## config.mk

```make
export PLATFORM = sky130hd
export DESIGN_NAME = ccd_pixel_tagger
export DESIGN_NICKNAME = d
export VERILOG_FILES = /design/src/rtl/ccd_tag_pkg.sv /design/src/rtl/ccd_axis_classifier.sv /design/src/rtl/ccd_raster_counter.sv /design/src/rtl/ccd_black_estimator.sv /design/src/rtl/ccd_pixel_tagger.sv
export SDC_FILE = /design/constraint.sdc
export NUM_CORES = 1
export LEC_CHECK = 0
export ABC_AREA = 1
export BUFFER_PORTS_ARGS = -buffer_cell sky130_fd_sc_hd__buf_2
export CAP_MARGIN = 0
export CORE_MARGIN = 3
export CORE_UTILIZATION = 55
export CTS_BUF_LIST = sky130_fd_sc_hd__clkbuf_4 sky130_fd_sc_hd__clkbuf_8
export CTS_CLUSTER_SIZE = 24
export DETAILED_ROUTE_END_ITERATION = 12
export GPL_ROUTABILITY_DRIVEN = 0
export PLACE_DENSITY = 0.82
export SETUP_SLACK_MARGIN = 0.15
export SLEW_MARGIN = 20
export SYNTH_ARGS = -nofsm -noshare
export SYNTH_HDL_FRONTEND = slang
export SYNTH_SLANG_ARGS = --single-unit
```

## constraint.sdc

```tcl
create_clock -name clk -period 3 [get_ports clk]
set_clock_uncertainty 0.15 [all_clocks]
set_input_delay 0.15 -clock clk [delete_from_list [all_inputs] [get_ports clk]]
set_output_delay 0.15 -clock clk [all_outputs]
set_load 0.03 [all_outputs]
```

## src/rtl/ccd_tag_pkg.sv

```systemverilog
package ccd_tag_pkg;

   typedef enum logic [1:0] {
      RG_BLANK  = 2'd0,
      RG_DUMMY  = 2'd1,
      RG_BLACK  = 2'd2,
      RG_ACTIVE = 2'd3
   } region_e;

   typedef enum logic [1:0] {
      CF_RED   = 2'd0,
      CF_GRN_R = 2'd1,
      CF_GRN_B = 2'd2,
      CF_BLUE  = 2'd3
   } cfa_e;

   // The two axes combine by taking the lower code: blanking wins over dummy,
   // dummy over black, black over effective.
   function automatic region_e region_min(region_e a, region_e b);
      return (a < b) ? a : b;
   endfunction

endpackage

```

## src/rtl/ccd_axis_classifier.sv

```systemverilog
module ccd_axis_classifier
   import ccd_tag_pkg::*;
#(
   parameter int PW        = 10,
   parameter int SEG_DUMMY = 16,
   parameter int SEG_LEAD  = 2,
   parameter int SEG_ACT   = 659,
   parameter int SEG_TRAIL = 31
) (
   input  logic [PW-1:0] pos,
   output region_e       cls,
   output logic          phase
);

   localparam int LEAD_AT  = SEG_DUMMY;
   localparam int ACT_AT   = LEAD_AT + SEG_LEAD;
   localparam int TRAIL_AT = ACT_AT + SEG_ACT;
   localparam int END_AT   = TRAIL_AT + SEG_TRAIL;

   localparam logic [PW-1:0] B_LEAD  = PW'(LEAD_AT);
   localparam logic [PW-1:0] B_ACT   = PW'(ACT_AT);
   localparam logic [PW-1:0] B_TRAIL = PW'(TRAIL_AT);
   localparam logic [PW-1:0] B_END   = PW'(END_AT);

   if (END_AT >= (1 << PW)) begin : g_bad_span
      $error("axis segments exceed the position width");
   end

   logic in_dummy;

   if (SEG_DUMMY > 0) begin : g_dummy
      assign in_dummy = (pos < B_LEAD);
   end else begin : g_no_dummy
      assign in_dummy = 1'b0;
   end

   always_comb begin
      if (in_dummy)              cls = RG_DUMMY;
      else if (pos < B_ACT)      cls = RG_BLACK;
      else if (pos < B_TRAIL)    cls = RG_ACTIVE;
      else if (pos < B_END)      cls = RG_BLACK;
      else                       cls = RG_BLANK;
   end

   // parity of (pos - first effective position)
   assign phase = pos[0] ^ B_ACT[0];

endmodule

```

## src/rtl/ccd_raster_counter.sv

```systemverilog
module ccd_raster_counter #(
   parameter int LINE_CLKS   = 780,
   parameter int FRAME_LINES = 525,
   parameter int CW          = 10,
   parameter int RW          = 10
) (
   input  logic          clk,
   input  logic          rst_n,
   input  logic          line_start,
   input  logic          frame_start,
   output logic [CW-1:0] col,
   output logic [RW-1:0] row
);

   localparam logic [CW-1:0] COL_SAT = CW'(LINE_CLKS);
   localparam logic [RW-1:0] ROW_SAT = RW'(FRAME_LINES);

   logic [CW-1:0] col_q;
   logic [RW-1:0] row_q;

   always_comb begin
      if (line_start)            col = '0;
      else if (col_q == COL_SAT) col = col_q;
      else                       col = col_q + 1'b1;

      if (line_start && frame_start)          row = '0;
      else if (line_start && row_q != ROW_SAT) row = row_q + 1'b1;
      else                                    row = row_q;
   end

   always_ff @(posedge clk) begin
      if (!rst_n) begin
         col_q <= COL_SAT;
         row_q <= ROW_SAT;
      end else begin
         col_q <= col;
         row_q <= row;
      end
   end

endmodule

```

## src/rtl/ccd_black_estimator.sv

```systemverilog
module ccd_black_estimator #(
   parameter int DW     = 12,
   parameter int CW     = 10,
   parameter int WIN_AT = 677,
   parameter int N_AVG  = 16
) (
   input  logic          clk,
   input  logic          rst_n,
   input  logic          line_start,
   input  logic [CW-1:0] col,
   input  logic [DW-1:0] data,
   output logic [DW-1:0] level
);

   localparam int SH = $clog2(N_AVG);
   localparam int AW = DW + SH;
   localparam logic [CW-1:0] W_LO = CW'(WIN_AT);
   localparam logic [CW-1:0] W_HI = CW'(WIN_AT + N_AVG);

   logic [AW-1:0] acc_q;
   logic [DW-1:0] level_q;
   logic          in_win;

   assign in_win = (col >= W_LO) && (col < W_HI);

   always_ff @(posedge clk) begin
      if (!rst_n) begin
         acc_q   <= '0;
         level_q <= '0;
      end else if (line_start) begin
         level_q <= DW'(acc_q >> SH);
         acc_q   <= '0;
      end else if (in_win) begin
         acc_q   <= acc_q + AW'(data);
      end
   end

   assign level = level_q;

endmodule

```

## src/rtl/ccd_pixel_tagger.sv

```systemverilog
module ccd_pixel_tagger
   import ccd_tag_pkg::*;
#(
   parameter int DW          = 12,
   parameter int H_DUMMY     = 16,
   parameter int H_LEAD      = 2,
   parameter int H_ACT       = 659,
   parameter int H_TRAIL     = 31,
   parameter int LINE_CLKS   = 780,
   parameter int V_DUMMY     = 5,
   parameter int V_LEAD      = 8,
   parameter int V_ACT       = 494,
   parameter int V_TRAIL     = 2,
   parameter int FRAME_LINES = 525,
   parameter int N_AVG       = 16
) (
   input  logic          clk,
   input  logic          rst_n,
   input  logic [DW-1:0] in_data,
   input  logic          in_line_start,
   input  logic          in_frame_start,
   output logic [1:0]    out_region,
   output logic [1:0]    out_color,
   output logic          out_valid,
   output logic [DW-1:0] out_pix,
   output logic [DW-1:0] out_black
);

   localparam int CW     = $clog2(LINE_CLKS + 1);
   localparam int RW     = $clog2(FRAME_LINES + 1);
   localparam int WIN_AT = H_DUMMY + H_LEAD + H_ACT;
   localparam int H_END  = WIN_AT + H_TRAIL;
   localparam int V_END  = V_DUMMY + V_LEAD + V_ACT + V_TRAIL;

   if (N_AVG < 1 || (N_AVG & (N_AVG - 1)) != 0) begin : g_bad_avg
      $error("N_AVG must be a power of two");
   end
   if (N_AVG > H_TRAIL) begin : g_bad_win
      $error("N_AVG exceeds the trailing black run");
   end
   if (H_END > LINE_CLKS || WIN_AT < 1) begin : g_bad_line
      $error("horizontal segments do not fit the line");
   end
   if (V_END > FRAME_LINES) begin : g_bad_frame
      $error("vertical segments do not fit the frame");
   end
   if (DW < 2) begin : g_bad_dw
      $error("DW too small");
   end

   logic [CW-1:0] col;
   logic [RW-1:0] row;
   region_e       h_cls, v_cls, reg_n;
   logic          h_ph, v_ph;
   logic [DW-1:0] black;
   logic [DW:0]   diff;
   logic [DW-1:0] corr;

   ccd_raster_counter #(
      .LINE_CLKS  (LINE_CLKS),
      .FRAME_LINES(FRAME_LINES),
      .CW         (CW),
      .RW         (RW)
   ) u_raster (
      .clk        (clk),
      .rst_n      (rst_n),
      .line_start (in_line_start),
      .frame_start(in_frame_start),
      .col        (col),
      .row        (row)
   );

   ccd_axis_classifier #(
      .PW       (CW),
      .SEG_DUMMY(H_DUMMY),
      .SEG_LEAD (H_LEAD),
      .SEG_ACT  (H_ACT),
      .SEG_TRAIL(H_TRAIL)
   ) u_hcls (
      .pos  (col),
      .cls  (h_cls),
      .phase(h_ph)
   );

   ccd_axis_classifier #(
      .PW       (RW),
      .SEG_DUMMY(V_DUMMY),
      .SEG_LEAD (V_LEAD),
      .SEG_ACT  (V_ACT),
      .SEG_TRAIL(V_TRAIL)
   ) u_vcls (
      .pos  (row),
      .cls  (v_cls),
      .phase(v_ph)
   );

   ccd_black_estimator #(
      .DW    (DW),
      .CW    (CW),
      .WIN_AT(WIN_AT),
      .N_AVG (N_AVG)
   ) u_black (
      .clk       (clk),
      .rst_n     (rst_n),
      .line_start(in_line_start),
      .col       (col),
      .data      (in_data),
      .level     (black)
   );

   assign reg_n = region_min(h_cls, v_cls);
   assign diff  = {1'b0, in_data} - {1'b0, black};
   assign corr  = diff[DW] ? '0 : diff[DW-1:0];

   region_e       region_q;
   logic [1:0]    color_q;
   logic          valid_q;
   logic [DW-1:0] pix_q;

   always_ff @(posedge clk) begin
      if (!rst_n) begin
         region_q <= RG_BLANK;
         color_q  <= '0;
         valid_q  <= 1'b0;
         pix_q    <= '0;
      end else begin
         region_q <= reg_n;
         color_q  <= {v_ph, h_ph};
         valid_q  <= (reg_n == RG_ACTIVE);
         pix_q    <= (reg_n == RG_ACTIVE) ? corr : '0;
      end
   end

   assign out_region = region_q;
   assign out_color  = color_q;
   assign out_valid  = valid_q;
   assign out_pix    = pix_q;
   assign out_black  = black;

endmodule

```

==> results of run 1 <==
==> cell families (layout without fill, tap and decap cells) <==
kind of cell | Yosys count | after routing
fa+ha+maj | 32 | 32
compound gates | 88 | 88
flops | 64 | 64
buf+inv | 94 | 150
xor+xnor | 31 | 31
simple gates | 311 | 312
==> stage by stage <==
stage,setup TNS (ns),instances
2_1_floorplan,0,620
3_3_place_gp,0,750
3_5_place_dp,0,750
4_1_cts,0,768
5_1_grt,-0.2718,776
6_report,0,776
==> synth_stat cells (2+ instances only) <==
cell | count | area (um2)
nand3b_1 | 3 | 22.52
nand3_2 | 2 | 20.02
nand2_2 | 9 | 56.30
xnor2_1 | 11 | 96.34
o21ai_1 | 3 | 15.01
a221oi_1 | 2 | 17.52
nor2_1 | 80 | 300.3
xor2_1 | 20 | 175.2
buf_2 | 4 | 20.02
nor3_1 | 5 | 25.02
nand3_1 | 41 | 205.2
nor2_4 | 4 | 45.04
o2111ai_1 | 3 | 26.28
nor2_2 | 10 | 62.56
nand4_1 | 11 | 68.82
buf_6 | 3 | 33.78
nand2_1 | 140 | 525.5
inv_1 | 77 | 289.0
buf_1 | 2 | 7.510
fa_1 | 2 | 40.04
a21oi_1 | 40 | 200.2
a21o_1 | 2 | 15.01
o21ai_0 | 32 | 160.2
clkbuf_1 | 6 | 22.52
dfxtp_1 | 64 | 1281
ha_1 | 30 | 375.4
==> final cells by class <==
type | instances | area share (%)
multi-input combinational | 463 | 55.22
sequential | 64 | 26.23
timing repair buffer | 57 | 6.601
inverter | 78 | 5.924
clock buffer | 12 | 3.188
tap | 99 | 2.485
clock inverter | 3 | 0.3514
==> power by group through the flow <==
stage | clock network [uW] | registers (uW) | logic, uW
2_1_floorplan | 0 | 993 | 369
3_3_place_gp | 0 | 943 | 531
3_5_place_dp | 0 | 945 | 546
4_1_cts | 694 | 926 | 583
5_1_grt | 731 | 939 | 744
6_report | 700 | 934 | 677
==> critical path, cell delays in order (launching register included) <==
cell and delay, ns:
dfxtp_4 0.37, inv_4 0.07, ha_4 0.13, nand2_2 0.05
nor2_2 0.11, nand2_2 0.11, nand2_4 0.13, nand2_2 0.06
nand2_2 0.09, inv_2 0.05, nand3_2 0.07, nor2_2 0.05
a21oi_2 0.15, inv_1 0.07, a21oi_2 0.16, inv_1 0.06
ha_1 0.27, nor2_1 0.08, nor2_1 0.06, nand2_2 0.10
nand4_4 0.11, buf_6 0.18, nor2_1 0.07
==> what timing repair did <==
action                                  in CTS  in global routing
gates cloned                                 2                  0
endpoints found under the hold margin        0                  0
buffers inserted                             1                  8
endpoints found under the setup margin      12                 25
pin swaps                                    3                 10
gates resized for setup                     17                 56
==> worst max path at each step <==
stage / slack (ns) / start / endpoint
after CTS: 0.15 / u_raster.row_q[1] / out_pix[1]
final: 0.19 / u_raster.row_q[1] / out_pix[8]
after global routing: -0.03 / u_raster.row_q[1] / out_pix[1]
after detailed placement: 0.07 / out_color[0] / out_pix[1]
after global placement: 0.15 / u_raster.row_q[0] / out_pix[5]
after floorplan: 0.35 / out_color[0] / out_pix[5]
==> per-layer routing <==
metal	global-route usage (%)	wire (um)	share of wire, %
met2	39.98	5429	48
met5	0	0	0
met4	8.544	220	2.0
met1	33.42	4811	43
met3	3.526	740	6.6
==> sequential cells by signal, summed over array words and instances, names as in the netlist <==
register and count:
out_region 2, out_valid 1, u_raster.row_q 10, u_black.acc_q 16, u_raster.col_q 9, u_black.level 12
out_color 2, out_pix 12
==> metrics.csv, run 1 <==
metric;value;unit
worstReg2RegStart;u_raster.row_q[1];
r2r_end;out_pix[8];
stdcell_area;4985;um2
initial_utilization;57.40;%
holdPathStages;2;
leakagePower;0.002424;uW
rsz0062_at_grt;true;
insertion_delay;0.36;ns
outcome;completed;
yosysWarnings;0;
synth-compound-area-share;11.54;%
synthXorXnorAreaFrac;6.418;%
postSynthAreaPerCell;6.823;um2
synth-simple-area-share;32.86;%
grt_pass1_wl;17390;um
dr.first_iter.drc_count;270;
coreArea;7370;um2
ys.flop_type;dfxtp_1;
max_freq;355.8;MHz
hold_path_class;input pin to register;
worst_setup_path_end_kind;register;
htreeDepth;3;
cts.sinks;64;
viasPerCell;5.461;
numCtsBuffers;9;
layout_common_cells;nand2_1 (132), inv_1 (74), nor2_1 (69);
preCtsSetupSlack;0.07175;ns
hold_viol_final;0;
layout.nets;721;
switching_share;35.78;%
area_growth;17.83;%
clockBufferDepth;2;
power_density;463.7;nW/um2
ant_nets;0;
synth_cell_types;40;
antenna_found_initial;0;
p_int;1484;uW
pwr-share-comb;29.3;%
arrival;2.96;ns
grt_pass1_vias;3740;
power;2311;uW
die_w;93.70;um
synth.net_count;668;
cts_tree;yes;
ys_ff_latch;64;
pwr-share-seq;40.4;%
grt_usage;24.63;%
fillCellCount;620;
worst-endpoint-required;3.14;ns
register_area;1308;um2
r2r_cells;22;
relSlewSlack;52.88;%
synth_top_family_by_area;simple AND/OR/NAND/NOR gates;
num_antenna_cells;0;
critPathMaxFanout;6;
placed_area;4506;um2
holdPathEnd;u_raster.row_q[2];
crit_type;register to register;
setup_viol;0;
final_common_cell;nand2_1;
async_flop_share;0;%
hp-start;rst_n;
multiInputGateArea;2753;um2
fin_crit_sh;93.69;%
grt_max_degree;34;
die_y;93.70;um
reg2reg_slack;0.19;ns
cap_viol_max_count;0;
hold_buffers;0;
rows;31;
overflow;0;
cp-start-kind;register;
synth.area.mux_share;0;%
drc;0;
ys_seq_area_share;30.29;%
die_area;8780;um2
syn_inst;620;
slew_viol_final;0;
ir_drop;217.3;uV
ioPinCount;45;
port_buffers;44;
place_hpwl;7711;um
synthAdderAreaFrac;9.820;%
tightestPinTransition;0.7042;ns
clock_power_share;30.3;%
p_switching;827.0;uW
first_pass_iters;4;
synth-edff-count;0;
drive_above_1_share;22.01;%
fin_ws;0.1893;ns
wl;11200;um
timing.hold.ws;0.01355;ns
clk_pin_slew_worst_paths;0.07;ns
syn_area;4230;um2
root_buffer;clkbuf_8;
fin_util;67.64;%
min_period;2.811;ns
vias;4238;
wl_per_cell;14.43;um
No activity file was read; power rests on OpenSTA's default activity.
==> run 2, diff against run 1 <==
--- a/config.mk
+++ b/config.mk
@@ -14,7 +14,7 @@
 export CTS_CLUSTER_SIZE = 24
 export DETAILED_ROUTE_END_ITERATION = 12
 export GPL_ROUTABILITY_DRIVEN = 0
-export PLACE_DENSITY = 0.82
+export PLACE_DENSITY = 0.85
 export SETUP_SLACK_MARGIN = 0.15
 export SLEW_MARGIN = 20
 export SYNTH_ARGS = -nofsm -noshare
==> constraint.sdc (replaced) <==
create_clock -name clk -period 2.31 [get_ports clk]
set_clock_uncertainty 0.15 [all_clocks]
set_input_delay 0.1155 -clock clk [delete_from_list [all_inputs] [get_ports clk]]
set_output_delay 0.1155 -clock clk [all_outputs]
set_load 0.03 [all_outputs]
==> run 2 against run 1 <==
  * The flow now finishes with violations (setup timing)
  * Non-clock buffer count increased by 88
  * Sequential power grew 31%
  * Flip-flop and latch count unchanged
  * First-iteration DRC count rose to 3.0 times the previous value
  * Highest routed layer unchanged
==> metrics.csv, run 2 (synthesis gave the netlist of run 1 again) <==
metric;value;unit
tightestPinTransition;0.5361;ns
grt_pass1_vias;5024;
min_period;3.080;ns
dr.first_iter.drc_count;803;
die_w;93.70;um
layout_common_cells;nand2_1 (107), buf_4 (85), inv_1 (65);
place_hpwl;8462;um
clockBufferDepth;2;
slew_viol_final;0;
overflow;0;
antenna_found_initial;0;
fin_tns_setup;-14.57;ns
fin_crit_sh;133.3;%
htreeDepth;3;
layout.nets;809;
wl;18690;um
area_growth;46.76;%
ant_nets;0;
outcome;complete, but fails checks;
worst-endpoint-required;2.45;ns
holdPathEnd;u_raster.row_q[9];
r2r_cells;20;
die_area;8780;um2
grt_pass1_wl;23830;um
preCtsSetupSlack;-0.4545;ns
rsz0062_at_grt;true;
holdPathStages;3;
drive_above_1_share;40.45;%
coreArea;7370;um2
largest_reg_flops;16;
placed_area;5146;um2
timing.hold.ws;0.05305;ns
insertion_delay;0.36;ns
port_buffers;44;
initial_utilization;57.40;%
hold_path_class;input pin to register;
final_common_cell;nand2_1;
crit_type;register to register;
fin_ws;-0.7703;ns
grt_usage;34.05;%
worst_setup_path_end_kind;register;
first_pass_iters;6;
power_density;612.2;nW/um2
hp-start;rst_n;
grt_max_degree;22;
rows;31;
die_y;93.70;um
setup_viol;31;
critPathMaxFanout;6;
largest-register;u_black.acc_q;
viasPerCell;6.532;
cap_viol_max_count;0;
num_antenna_cells;0;
stdcell_area;6208;um2
worstReg2RegStart;u_raster.row_q[1];
ioPinCount;45;
failed_checks;setup timing;
r2r_end;out_pix[10];
hold_viol_final;0;
cts_tree;yes;
power;3801;uW
numCtsBuffers;9;
ir_drop;401.5;uV
relSlewSlack;64.22;%
cp-start-kind;register;
cts.sinks;64;
clk_pin_slew_worst_paths;0.07;ns
reg2reg_slack;-0.77;ns
arrival;3.22;ns
vias;5637;
root_buffer;clkbuf_8;
leakagePower;0.002987;uW
wl_per_cell;21.66;um
max_freq;324.6;MHz
drc;0;
[run 2: changes by cell type in the layout (fill, tap and decap cells not counted), sizes merged]
cell / change
buf: +87
clkinvlp: -1
bufinv: +3
clkinv: -2
[run 2: stage by stage]
step | util [%] | instances
4_1_cts | 78.32 | 851
5_1_grt | 84.24 | 863
2_1_floorplan | - | 620
6_report | 84.24 | 863
3_3_place_gp | 69.83 | 818
3_5_place_dp | 69.83 | 818
[run 2: final cells by class]
class                   count  area (um2)
flip-flops and latches     64        1320
multi-input cells         463        3117
repair buffers            145        1096
clock buffers              11       151.4
well taps                  99       123.9
inverters                  78       310.3
fillers                   349        1161
clock inverters             3       90.09
[run 2: metal layers]
metal / track usage (%) / up-vias / part of all wire [%]
li1: - / 2281 / -
met1: 38.99 / 2475 / 32
met2: 58.01 / 624 / 45
met3: 7.051 / 257 / 13
met4: 20.34 / 0 / 11
met5: 0 / - / 0
[run 2: worst max path at each step]
| stage | from | to | cells past startpoint |
|---|---|---|---|
| 2_1_floorplan | u_raster.row_q[4] | out_pix[5] | 22 |
| 3_3_place_gp | u_raster.row_q[4] | out_pix[5] | 19 |
| 3_5_place_dp | u_raster.row_q[1] | out_pix[0] | 22 |
| 4_1_cts | u_raster.row_q[1] | out_region[0] | 22 |
| 5_1_grt | u_raster.row_q[0] | out_pix[9] | 20 |
| 6_report | u_raster.row_q[1] | out_pix[10] | 20 |
[run 2: worst max-delay path, stage by stage (launching register included)]
cell	delay, ns
dfxtp_4	0.39
nand2_2	0.10
nor2_4	0.18
nand3_1	0.13
nand2_2	0.09
nand2_1	0.08
nand2_2	0.09
nand2_2	0.08
nand2_1	0.11
inv_1	0.08
a21oi_2	0.18
inv_1	0.11
a21oi_2	0.21
buf_4	0.15
buf_4	0.10
ha_2	0.16
nand2_2	0.08
inv_2	0.10
nand4_4	0.15
clkbuf_16	0.21
nor2_2	0.08
[run 2: report_power, final]
group,leakage (uW),internal [uW],switching (uW)
registers,0.000528,1160,53.9
clock network,0.000121,765,458
logic,0.00234,544,819
[run 2: what timing repair did]
item                                    4_1_cts  5_1_grt
cloned                                        1        1
endpoints found under the hold margin         0        0
endpoints found under the setup margin       31       31
pin swaps                                    21       41
setup buffers                                18       11
gates resized for setup                      89       85
hold buffers                                  0        0
